==> src/rtl/irqd_pkg.sv <==
package irqd_pkg;
  localparam int LEVELS = 8;
  localparam int LVL_W  = $clog2(LEVELS);
  typedef logic [LVL_W-1:0] lvl_t;
endpackage

==> src/rtl/irqd_level_store.sv <==
module irqd_level_store #(
  parameter int DEPTH = 8,
  parameter int VEC_W = 8
) (
  input  logic             clk,
  input  logic             rst_n,
  input  logic             push_en,
  input  logic [VEC_W-1:0] push_vec,
  input  logic             pop_en,
  output logic             nonempty,
  output logic [VEC_W-1:0] min_vec,
  output logic             dropped
);
  localparam int IW = (DEPTH > 1) ? $clog2(DEPTH) : 1;

  logic [DEPTH-1:0] valid_q, valid_d;
  logic [VEC_W-1:0] slot_q [DEPTH];

  logic          present, free_found, min_found, do_write;
  logic [IW-1:0] free_idx, min_idx;

  // search: duplicate, first free slot, smallest stored vector
  always_comb begin
    present    = 1'b0;
    free_found = 1'b0;
    free_idx   = '0;
    min_found  = 1'b0;
    min_idx    = '0;
    min_vec    = '0;
    for (int i = 0; i < DEPTH; i++) begin
      if (valid_q[i] && (slot_q[i] == push_vec)) present = 1'b1;
      if (!valid_q[i] && !free_found) begin
        free_found = 1'b1;
        free_idx   = IW'(i);
      end
      if (valid_q[i] && (!min_found || (slot_q[i] < min_vec))) begin
        min_found = 1'b1;
        min_idx   = IW'(i);
        min_vec   = slot_q[i];
      end
    end
  end

  assign nonempty = |valid_q;
  assign do_write = push_en && !present && free_found;
  assign dropped  = push_en && !present && !free_found;

  always_comb begin
    valid_d = valid_q;
    if (pop_en && min_found) valid_d[min_idx] = 1'b0;
    if (do_write)            valid_d[free_idx] = 1'b1;
  end

  always_ff @(posedge clk or negedge rst_n) begin
    if (!rst_n) valid_q <= '0;
    else        valid_q <= valid_d;
  end

  always_ff @(posedge clk) begin
    if (do_write) slot_q[free_idx] <= push_vec;
  end
endmodule

==> src/rtl/irqd_scan.sv <==
module irqd_scan
  import irqd_pkg::*;
(
  input  logic [LEVELS-1:0] nonempty,
  input  lvl_t              cur_prio,
  output logic              any_pend,
  output logic              elig_found,
  output lvl_t              elig_lvl
);
  always_comb begin
    any_pend   = |nonempty;
    elig_found = 1'b0;
    elig_lvl   = '0;
    for (int l = 0; l < LEVELS; l++) begin
      if (nonempty[l] && (LVL_W'(l) > cur_prio) && !elig_found) begin
        elig_found = 1'b1;
        elig_lvl   = LVL_W'(l);
      end
    end
  end
endmodule

==> src/rtl/irqd_delay.sv <==
module irqd_delay #(
  parameter int INIT = 2,
  parameter int CW   = 2
) (
  input  logic          clk,
  input  logic          rst_n,
  input  logic          boundary,
  input  logic          any_pend,
  input  logic          elig,
  output logic          fire,
  output logic          gate_open,
  output logic [CW-1:0] count
);
  logic [CW-1:0] count_d;
  logic          count_en;

  assign fire      = boundary && (count == CW'(1)) && elig;
  assign gate_open = (count <= CW'(1));
  assign count_en  = boundary;

  always_comb begin
    if (count > CW'(1))  count_d = count - CW'(1);
    else if (any_pend)   count_d = CW'(INIT);
    else                 count_d = '0;
  end

  always_ff @(posedge clk or negedge rst_n) begin
    if (!rst_n)        count <= '0;
    else if (count_en) count <= count_d;
  end
endmodule

==> src/rtl/irq_delay_arbiter.sv <==
module irq_delay_arbiter
  import irqd_pkg::*;
#(
  parameter int INIT_DELAY = 2,
  parameter int DEPTH      = 8,
  parameter int VEC_W      = 8
) (
  input  logic             clk,
  input  logic             rst_n,
  input  logic             req_valid,
  input  logic [2:0]       req_level,
  input  logic [VEC_W-1:0] req_vector,
  input  logic [2:0]       cur_prio,
  input  logic             insn_boundary,
  output logic             take,
  output logic [VEC_W-1:0] take_vector,
  output logic [2:0]       take_level,
  output logic             pending,
  output logic             overflow
);
  localparam int CNT_W = $clog2(INIT_DELAY + 1);

  logic [LEVELS-1:0] nonempty, dropped;
  logic [VEC_W-1:0]  lvl_min [LEVELS];
  logic              any_pend, elig_found, fire, gate_open;
  lvl_t              elig_lvl;
  logic [CNT_W-1:0]  dly_count;

  for (genvar g = 0; g < LEVELS; g++) begin : g_lvl
    irqd_level_store #(.DEPTH(DEPTH), .VEC_W(VEC_W)) u_store (
      .clk      (clk),
      .rst_n    (rst_n),
      .push_en  (req_valid && (req_level == LVL_W'(g))),
      .push_vec (req_vector),
      .pop_en   (fire && (elig_lvl == LVL_W'(g))),
      .nonempty (nonempty[g]),
      .min_vec  (lvl_min[g]),
      .dropped  (dropped[g])
    );
  end

  irqd_scan u_scan (
    .nonempty   (nonempty),
    .cur_prio   (cur_prio),
    .any_pend   (any_pend),
    .elig_found (elig_found),
    .elig_lvl   (elig_lvl)
  );

  irqd_delay #(.INIT(INIT_DELAY), .CW(CNT_W)) u_delay (
    .clk       (clk),
    .rst_n     (rst_n),
    .boundary  (insn_boundary),
    .any_pend  (any_pend),
    .elig      (elig_found),
    .fire      (fire),
    .gate_open (gate_open),
    .count     (dly_count)
  );

  assign pending = elig_found && gate_open;

  logic             take_d, ovf_d;
  logic [VEC_W-1:0] vec_d;
  lvl_t             lvl_d;

  always_comb begin
    take_d = fire;
    ovf_d  = overflow | (|dropped);
    vec_d  = take_vector;
    lvl_d  = take_level;
    if (fire) begin
      vec_d = lvl_min[elig_lvl];
      lvl_d = elig_lvl;
    end
  end

  always_ff @(posedge clk or negedge rst_n) begin
    if (!rst_n) begin
      take        <= 1'b0;
      overflow    <= 1'b0;
      take_vector <= '0;
      take_level  <= '0;
    end else begin
      take     <= take_d;
      overflow <= ovf_d;
      if (fire) begin
        take_vector <= vec_d;
        take_level  <= lvl_d;
      end
    end
  end
endmodule

==> config.mk <==
export PLATFORM = sky130hd
export DESIGN_NAME = irq_delay_arbiter
export DESIGN_NICKNAME = d
export VERILOG_FILES = /design/src/rtl/irqd_pkg.sv /design/src/rtl/irqd_level_store.sv /design/src/rtl/irqd_scan.sv /design/src/rtl/irqd_delay.sv /design/src/rtl/irq_delay_arbiter.sv
export SDC_FILE = /design/constraint.sdc
export NUM_CORES = 2
export LEC_CHECK = 0
export ABC_AREA = 1
export BUFFER_PORTS_ARGS = -buffer_cell sky130_fd_sc_hd__buf_4
export CAP_MARGIN = 20
export CORE_MARGIN = 2
export CORE_UTILIZATION = 60
export CTS_CLUSTER_SIZE = 24
export DETAILED_ROUTE_END_ITERATION = 10
export HOLD_SLACK_MARGIN = 0.15
export PLACE_DENSITY = 0.79
export SLEW_MARGIN = 20
export SYNTH_ARGS = -nofsm -noshare
export SYNTH_HDL_FRONTEND = slang
export SYNTH_SLANG_ARGS = --single-unit
export TNS_END_PERCENT = 100
==> constraint.sdc <==
create_clock -name clk -period 12.35 [get_ports clk]
set_input_delay 0.6175 -clock clk [delete_from_list [all_inputs] [get_ports clk]]
set_output_delay 0.6175 -clock clk [all_outputs]
set_load 0.05 [all_outputs]
==> results_dict.tcl <==
set metrics [dict create \
    min_to "u_delay.count[0]" \
    clk_latency_ps 610 \
    grt_pass1_vias 34767 \
    cp_common_cell "nand2_1" \
    post-dp-hpwl_um 83100 \
    drc 0 \
    vias 36857 \
    worst_slack_ps 1330 \
    cts_tree "built" \
    max_stage_delay_ps 590 \
    cp.arrival_ps 11560 \
    pre_cts_slack_ps 1600 \
    fill_cells 5801 \
    r2r_cells 60 \
    initial_core_util 0.603 \
    timing.final.crit_period_ps 11020 \
    cts-buffers-inserted 68 \
    synth_edf_count 512 \
    instances_no_fill 6040 \
    dieArea_um2 72100 \
    post_cts_buffers 0 \
    syn2layout_area_growth_pct 7.65 \
    multi_input_area_um2 22400 \
    portBuffers 31 \
    ys_seq_area_frac 0.413 \
    coreArea_um2 69700 \
    rsz0062_at_grt "false" \
    finalCritPeriodShare 0.892 \
    hp-class "primary input to register" \
    io_pins 32 \
    worst_pin_slew_ps 996 \
    cts_num_sinks 591 \
    row_count 97 \
    syn_area_per_cell_um2 8.26 \
    setup_violations 0 \
    slew_headroom 0.336 \
    nNetsFinal 5457 \
    async_flop_share 0.134 \
    drt_pass1_iterations 9 \
    overflow 0 \
    startpoint_type "register" \
    yosys_register_bits 591 \
    outcome "finished clean" \
    crit_type "register to register" \
    gr-usage-all-layers 0.326 \
    htree_levels 3 \
    yosys_warnings 0 \
    path_clk_slew_ps 60 \
    syn-num-nets 5495 \
    final_common_cell "nand2_1" \
    setup_tns_ps 0 \
    grt_pass1_wl_um 186000 \
    ir_drop_mv 0.155 \
    drtIter0Drc 3940 \
    end_kind "register" \
    r2r_end "take_vector[0]" \
    crit_fanout 15 \
    wirelength_um 118000 \
    maxCapViolCount 0 \
    via_per_inst 6.10 \
    r2r-start "g_lvl[0].u_store.valid_q[0]" \
    regArea_um2 17400 \
    mostFrequentLayoutCells "1413 x nand2_1, 536 x o21ai_0, 512 x edfxtp_1" \
    worstHoldStart "insn_boundary" \
    drive_above_1_share 0.0626 \
    cts-root-buf "clkbuf_16" \
    placed_cells 5916 \
    slew_violations 0 \
    hold_viol 0 \
    crit_slowest_cell "dfrtp_1" \
    powerDensity_nw_per_um2 213 \
    final_area_um2 45200 \
    synth_cell_types 53 \
    wl_per_cell_um 19.6 \
    place_area_um2 42900 \
    grt_antenna_before_repair 0 \
    regToRegSetupSlack_ps 1330 \
    place_congestion 0.961 \
    cp.required_ps 12890 \
    syn-instance-count 5085 \
    die_x_um 269 \
    whs_path_depth 2 \
    clock.fmax_mhz 90.8 \
    grt_max_degree 62 \
    syn_area_um2 42000 \
    ctsLongestPathBuffers 3 \
    hold_ws_ps 265 \
    ys_dominant_reg_cell "edfxtp_1" \
    die_y_um 269 \
    p_leak_nw 19.3 \
    antenna_left 0 \
    fin_skew_ps 29.4 \
]
==> where the power goes <==
part / internal, mW / switching, mW / total (mW)
Sequential: 2.28 / 0.190 / 2.47
Clock: 1.23 / 0.826 / 2.06
Combinational: 1.77 / 3.36 / 5.13
==> registers in the layout, summed over array words and instances, names as in the netlist <==
name                   flops
g_lvl.u_store.slot_q     512
g_lvl.u_store.valid_q     64
take_vector                8
take_level                 3
u_delay.count              2
overflow                   1
take                       1
==> metal layers <==
metal,GRT usage,wire (µm)
met1,0.456,49900
met3,0.0464,10800
met5,0,0
met4,0.124,4160
met2,0.516,53400
==> critical path: cells and delay by family (launching register included) <==
kind	cells	cell delay [ps]
compound gates	20	4400
simple gates	33	3700
fa+ha+maj	7	2250
flops	1	590
==> synthesized netlist by cell type, drive strengths merged, types with 12 or more instances <==
cell type  number  share of area
xor2           95          0.020
buf            52         0.0071
nor3           31         0.0044
nor4           12         0.0018
nand3b         17         0.0030
a21oi         147          0.018
edfxtp        512           0.37
a2111oi        70          0.015
o22ai          68          0.010
nand2        1522           0.14
xnor2          84          0.018
a221oi         22         0.0046
dfrtp          79          0.047
o21ai         585          0.070
nor2          341          0.031
nand4          46         0.0069
a211oi         80          0.014
nand3         301          0.036
clkbuf        118          0.011
ha            392           0.12
o2111ai        23         0.0048
or2            25         0.0037
inv           386          0.034
==> layout make-up <==
type / count / share of cell area
antenna: 1 / 0.0000553
clock buffer: 89 / 0.0438
clock inverter: 33 / 0.00667
inverter: 392 / 0.0328
multi-input combinational: 3932 / 0.496
sequential: 591 / 0.384
tap: 940 / 0.0260
timing repair buffer: 62 / 0.0107
==> metrics by stage <==
stage | power (mW) | util
after floorplan | 6.33 | -
after global placement | 7.33 | 0.616
after detailed placement | 7.50 | 0.616
after CTS | 9.59 | 0.649
after global routing | 10.5 | 0.649
final | 9.65 | 0.649
==> worst max-delay path by stage <==
| stage | from | slack (ps) | cells past startpoint | endpoint |
|---|---|---|---|---|
| floorplan | g_lvl[6].u_store.valid_q[0] | 2850 | 68 | take_vector[6] |
| global placement | g_lvl[0].u_store.valid_q[0] | 1530 | 60 | take_vector[1] |
| detailed placement | g_lvl[0].u_store.valid_q[0] | 1600 | 60 | take_vector[0] |
| CTS | g_lvl[0].u_store.valid_q[0] | 1490 | 60 | take_vector[0] |
| global route | g_lvl[0].u_store.valid_q[0] | 60 | 61 | take_vector[1] |
| finish | g_lvl[0].u_store.valid_q[0] | 1330 | 60 | take_vector[0] |
==> logic make-up (layout without fill, tap and decap cells) <==
group,Yosys count,after routing,synth area share
other,0,1,0
buffers and inverters,562,576,0.0528
flip-flops,591,591,0.413
adder cells (fa/ha/maj),392,392,0.117
AND/OR/NAND/NOR,2301,2301,0.232
AO/OA/AOI/OAI,1060,1060,0.148
XOR/XNOR,179,179,0.0373
==> what timing repair did <==
| action | CTS | global route |
|---|---|---|
| setup endpoints to repair | 0 | 2 |
| gates resized for setup | 0 | 2 |
| hold buffers | 1 | 0 |
| endpoints found under the hold margin | 18 | 0 |
No activity file was read; power rests on OpenSTA's default activity.
